**config.mk**
```make
export PLATFORM = sky130hd
export DESIGN_NAME = kpx_scan_panel
export DESIGN_NICKNAME = d
export VERILOG_FILES = /design/src/rtl/kpx_pkg.sv /design/src/rtl/kpx_code_map.sv /design/src/rtl/kpx_hold_track.sv /design/src/rtl/kpx_scan_panel.sv
export SDC_FILE = /design/constraint.sdc
export NUM_CORES = 1
export LEC_CHECK = 0
export BUFFER_PORTS_ARGS = -buffer_cell sky130_fd_sc_hd__buf_4
export CAP_MARGIN = 20
export CORE_UTILIZATION = 35
export DETAILED_ROUTE_END_ITERATION = 8
export PLACE_DENSITY = 0.54
export SLEW_MARGIN = 25
export SYNTH_ARGS = -nofsm -noshare
export SYNTH_HDL_FRONTEND = slang
export SYNTH_SLANG_ARGS = --single-unit
```
**constraint.sdc**
```tcl
create_clock -name clk -period 6.3 [get_ports clk]
set_input_delay 1.89 -clock clk [delete_from_list [all_inputs] [get_ports clk]]
set_output_delay 1.89 -clock clk [all_outputs]
set_load 0.03 [all_outputs]
```
**src/rtl/kpx_pkg.sv**
```systemverilog
package kpx_pkg;
    localparam int EVT_W  = 8;
    localparam int BYTE_W = 8;
    localparam int KEY_W  = BYTE_W - 1;

    // event bit positions
    localparam int EV_VOL_WHL = 0;
    localparam int EV_VOL_INV = 1;
    localparam int EV_NAV_WHL = 2;
    localparam int EV_NAV_INV = 3;
    localparam int EV_FAV_BTN = 4;
    localparam int EV_MNU_BTN = 5;
    localparam int EV_VOL_BTN = 6;
    localparam int EV_NAV_BTN = 7;

    typedef struct packed {
        logic             ext;
        logic [EVT_W-1:0] bits;
        logic             rel;
        logic             stb;
    } kpx_state_t;
endpackage

```
**src/rtl/kpx_code_map.sv**
```systemverilog
module kpx_code_map
    import kpx_pkg::*;
(
    input  logic             ext_i,
    input  logic [KEY_W-1:0] key_i,
    output logic [EVT_W-1:0] evt_o,
    output logic             btn_o
);
    always_comb begin
        evt_o = '0;
        if (ext_i) begin
            unique case (key_i)
                7'h48: begin evt_o[EV_NAV_WHL] = 1'b1; evt_o[EV_NAV_INV] = 1'b1; end
                7'h50: evt_o[EV_NAV_WHL] = 1'b1;
                7'h4B: begin evt_o[EV_VOL_WHL] = 1'b1; evt_o[EV_VOL_INV] = 1'b1; end
                7'h4D: evt_o[EV_VOL_WHL] = 1'b1;
                default: evt_o = '0;
            endcase
        end else begin
            unique case (key_i)
                7'h21: evt_o[EV_FAV_BTN] = 1'b1;
                7'h32: evt_o[EV_MNU_BTN] = 1'b1;
                7'h0F: evt_o[EV_VOL_BTN] = 1'b1;
                7'h1C: evt_o[EV_NAV_BTN] = 1'b1;
                default: evt_o = '0;
            endcase
        end
        btn_o = |evt_o[EV_NAV_BTN:EV_FAV_BTN];
    end
endmodule

```
**src/rtl/kpx_hold_track.sv**
```systemverilog
module kpx_hold_track #(
    parameter int W = 8
) (
    input  logic         clk,
    input  logic         rst_n,
    input  logic         upd_i,
    input  logic         rel_i,
    input  logic [W-1:0] evt_i,
    output logic [W-1:0] free_o
);
    logic [W-1:0] free_d, free_q;

    for (genvar i = 0; i < W; i++) begin : g_bit
        always_comb begin
            free_d[i] = free_q[i];
            if (upd_i && evt_i[i]) free_d[i] = rel_i;
        end
    end

    always_ff @(posedge clk) begin
        if (!rst_n) free_q <= '1;
        else        free_q <= free_d;
    end

    assign free_o = free_q;
endmodule

```
**src/rtl/kpx_scan_panel.sv**
```systemverilog
module kpx_scan_panel
    import kpx_pkg::*;
#(
    parameter logic [BYTE_W-1:0] PREFIX = 8'hE0
) (
    input  logic              clk,
    input  logic              rst_n,
    input  logic              code_valid,
    input  logic [BYTE_W-1:0] code_byte,
    output logic [EVT_W-1:0]  evt_bits,
    output logic              evt_released,
    output logic              evt_strobe
);
    kpx_state_t st_d, st_q;

    logic [EVT_W-1:0] map_evt;
    logic             map_btn;
    logic [EVT_W-1:0] free_bits;
    logic             is_prefix, is_rel, blocked, fire;

    kpx_code_map u_map (
        .ext_i (st_q.ext),
        .key_i (code_byte[KEY_W-1:0]),
        .evt_o (map_evt),
        .btn_o (map_btn)
    );

    kpx_hold_track #(.W(EVT_W)) u_hold (
        .clk    (clk),
        .rst_n  (rst_n),
        .upd_i  (fire),
        .rel_i  (is_rel),
        .evt_i  (map_evt),
        .free_o (free_bits)
    );

    always_comb begin
        is_prefix = (code_byte == PREFIX);
        is_rel    = code_byte[BYTE_W-1];
        blocked   = map_btn && !is_rel && ((map_evt & free_bits) == '0);
        fire      = code_valid && !is_prefix && (map_evt != '0) && !blocked;

        st_d     = st_q;
        st_d.stb = 1'b0;
        if (code_valid) begin
            st_d.ext = is_prefix;
            if (fire) begin
                st_d.bits = map_evt;
                st_d.rel  = is_rel;
                st_d.stb  = 1'b1;
            end
        end
    end

    always_ff @(posedge clk) begin
        if (!rst_n) st_q <= '0;
        else        st_q <= st_d;
    end

    assign evt_bits     = st_q.bits;
    assign evt_released = st_q.rel;
    assign evt_strobe   = st_q.stb;
endmodule

```
==> flow_summary_export.csv <==
group,metric,value,unit
critical_path,cp_top_family,"compound AO/OA/AOI/OAI gates",
yosys,post-synth-top-area-cell,"dfxtp_1",
routing,vias,887,
clock_network,ctsHoldBuffers,0,
routing,antenna_left,0,
outcome,status,"completed",
timing,worst_slew_pin_slew,0.647,ns
timing,setup_violations,0,
yosys,synth-edff-count,0,
floorplanning,die_h,54.0,um
routing,first_pass_iters,4,
clock_network,cts-root-buf,"clkbuf_4",
timing,report.final.hold_viol_count,0,
global_route,grt_max_degree,14,
critical_path,path_class,"input port to flip-flop",
floorplanning,num_rows,18,
worst_hold_path,min_path_cells,2,
yosys,yosys_warnings,0,
yosys,netlist_instances,110,
placement,post-place-ws,2.52,ns
floorplanning,start_util,0.375,
timing,min_period,3.48,ns
critical_path,slowest_delay,0.46,ns
timing,holdWs,0.456,ns
critical_path,start_kind,"input port",
final_layout,area_growth,20.1,%
timing,fin_crit_sh,0.552,
timing,fin_worst_skew,0.00395,ns
critical_path,crit_chain,"buf_4 -> nor2b_1 -> o21ai_0 -> a222oi_1 -> a21oi_2 -> a41o_1 -> a21o_1",
timing,rsz0062_at_grt,"no",
worst_hold_path,worstHoldPathType,"flip-flop to flip-flop",
yosys,synth.distinct_cells,43,
clock_network,cts_resized,0,
yosys,syn-cell-area,945,um^2
critical_path,rr_worst_depth,5,
timing,clock.fmax,288,MHz
power_and_ir_drop,p_leak,0.000481,uW
final_layout,n_antenna_cell,0,
critical_path,end_kind,"flip-flop",
critical_path,crit_fanout,10,
placement,io_buffers,20,
global_route,grt_pass1_vias,843,
yosys,ys_ff_latch,16,
power_and_ir_drop,powerDensity,178,nW/um^2
critical_path,path_buf_inv,1,
yosys,synth_nets,121,
global_route,antenna_found_initial,0,
critical_path,arrival,3.67,ns
global_route,overflow,0,
final_layout,fin_util,0.450,
yosys,synth.area.top_cells,"dfxtp_1, a21oi_1, o21ai_1",
timing,worst_slack,2.82,ns
clock_network,cts_max_level,1,
routing,drc,0,
yosys,syn_avg_cell_area,8.59,um^2
yosys,ys_seq_area_frac,0.339,
global_route,grt_pass1_wl,3.88,mm
yosys,yosysTopAreaCellShare,0.339,
critical_path,cp_num_cells,7,
clock_network,cts.clk_slew.worst_paths,0.10,ns
routing,drtIter0Drc,20,
final_layout,nets,141,
power_and_ir_drop,peakVddDrop,0.155,mV
timing,relSlewSlack,0.569,
floorplanning,io-pin-count,21,
clock_network,cts_buffers,3,
clock_network,clk_path_buf_depth,2,
floorplanning,die_width,54.0,um
clock_network,postCtsSetupBuffers,0,
flow_run,cap_violations,0,
clock_network,clock_sinks,16,
critical_path,required,6.49,ns
floorplanning,core_area,2520,um^2
placement,gp_congestion,0.855,
routing,wire_per_inst,14.4,um
global_route,track_usage,0.186,
critical_path,critPathSlowestCell,"a222oi_1",
timing,setup_tns,0,ns
clock_network,tritoncts,"built",
placement,hpwl,1.73,mm
timing,report.final.slew_viol_count,0,
yosys,async_flop_share,0,
routing,avgViaCountPerCell,5.58,
final_layout,drive_above_1_share,0.240,
yosys,ys.flop_type,"dfxtp_1",
routing,wl,2.29,mm
clock_network,insertion_delay,0.29,ns
floorplanning,die_area,2910,um^2
synth_stat cells (2+ instances only):
cell type	instances
and2_1	2
buf_6	2
nand2_1	7
clkbuf_1	3
inv_1	2
and4b_1	2
o21ai_1	8
nor2b_1	2
nor2_1	8
a41o_1	2
nand2b_1	5
mux2i_1	2
a21o_1	3
and3_1	2
nor3_1	2
nor4bb_1	3
nand3_1	5
o21ai_0	2
dfxtp_1	16
a21oi_1	9
stage by stage:
| step | total power (uW) | area [um^2] | cells |
|---|---|---|---|
| 2_1_floorplan | 124 | 945 | 110 |
| 3_3_place_gp | 134 | 1100 | 155 |
| 3_5_place_dp | 135 | 1100 | 155 |
| 4_1_cts | 203 | 1130 | 159 |
| 5_1_grt | 210 | 1130 | 159 |
| 6_report | 202 | 1130 | 159 |
cell usage in the layout, fill, tap and decap left out, types with 2 or more instances in the layout:
cell / instances
buf_4: 20
dfxtp_1: 16
a21oi_1: 9
nor2_1: 8
o21ai_1: 8
nand2_1: 7
nand2b_1: 5
nand3_1: 5
nor4bb_1: 3
a21o_1: 3
clkbuf_4: 3
nor3_1: 2
inv_1: 2
nor2b_1: 2
and4b_1: 2
and3_1: 2
o21ai_0: 2
and2_1: 2
a41o_1: 2
mux2i_1: 2
cell families (layout without fill, tap and decap cells):
logic type,Yosys count,after routing,share of synthesized area
AND/OR/NAND/NOR,47,47,0.306
AO/OA/AOI/OAI,37,37,0.281
flip-flops,16,16,0.339
buffers and inverters,7,26,0.0437
multiplexers,2,2,0.0212
XOR/XNOR,1,1,0.00927
area by class of cell:
| class | count | area, um^2 |
|---|---|---|
| multi-input cells | 87 | 583 |
| clock buffers | 4 | 36.3 |
| flip-flops and latches | 16 | 320 |
| repair buffers | 20 | 150 |
| well taps | 30 | 37.5 |
| fillers | 264 | 1390 |
| inverters | 2 | 7.51 |
worst reg2reg max path, stage by stage, from the launching register on:
cell,delay (ns)
dfxtp_1,0.40
nor4_2,0.52
a222oi_1,0.26
a21oi_2,0.41
nand3_1,0.17
a21o_1,0.22
state kept, by name, summed over array words and instances, names as in the netlist:
register,flops
evt_bits,8
evt_released,1
evt_strobe,1
st_q,1
u_hold.free_o,5
metal layers:
metal	track usage	vias to the layer above	part of all wire
li1	-	452	-
met5	0	-	0
met3	0.0508	2	0.038
met2	0.286	20	0.47
met1	0.256	413	0.48
met4	0.0439	0	0.0070
path summary, 6_finish.rpt:
| path | from | endpoint | slack (ns) |
|---|---|---|---|
| worst max-delay path | code_byte[4] | u_hold.free_o[5] | 2.82 |
| worst min-delay path | evt_bits[3] | evt_bits[3] | 0.46 |
| worst max register to register | st_q[10] | u_hold.free_o[5] | 4.22 |
| worst min register to register | evt_bits[3] | evt_bits[3] | 0.46 |
report_power, final:
part | internal [uW] | leakage [uW] | switching, uW | total, uW
Combinational | 12.5 | 0.000331 | 17.6 | 30.0
Sequential | 102 | 0.000129 | 0.823 | 102
Clock | 35.2 | 0.0000210 | 34.3 | 69.5
Note: power is estimated with default switching activity, not from simulation.
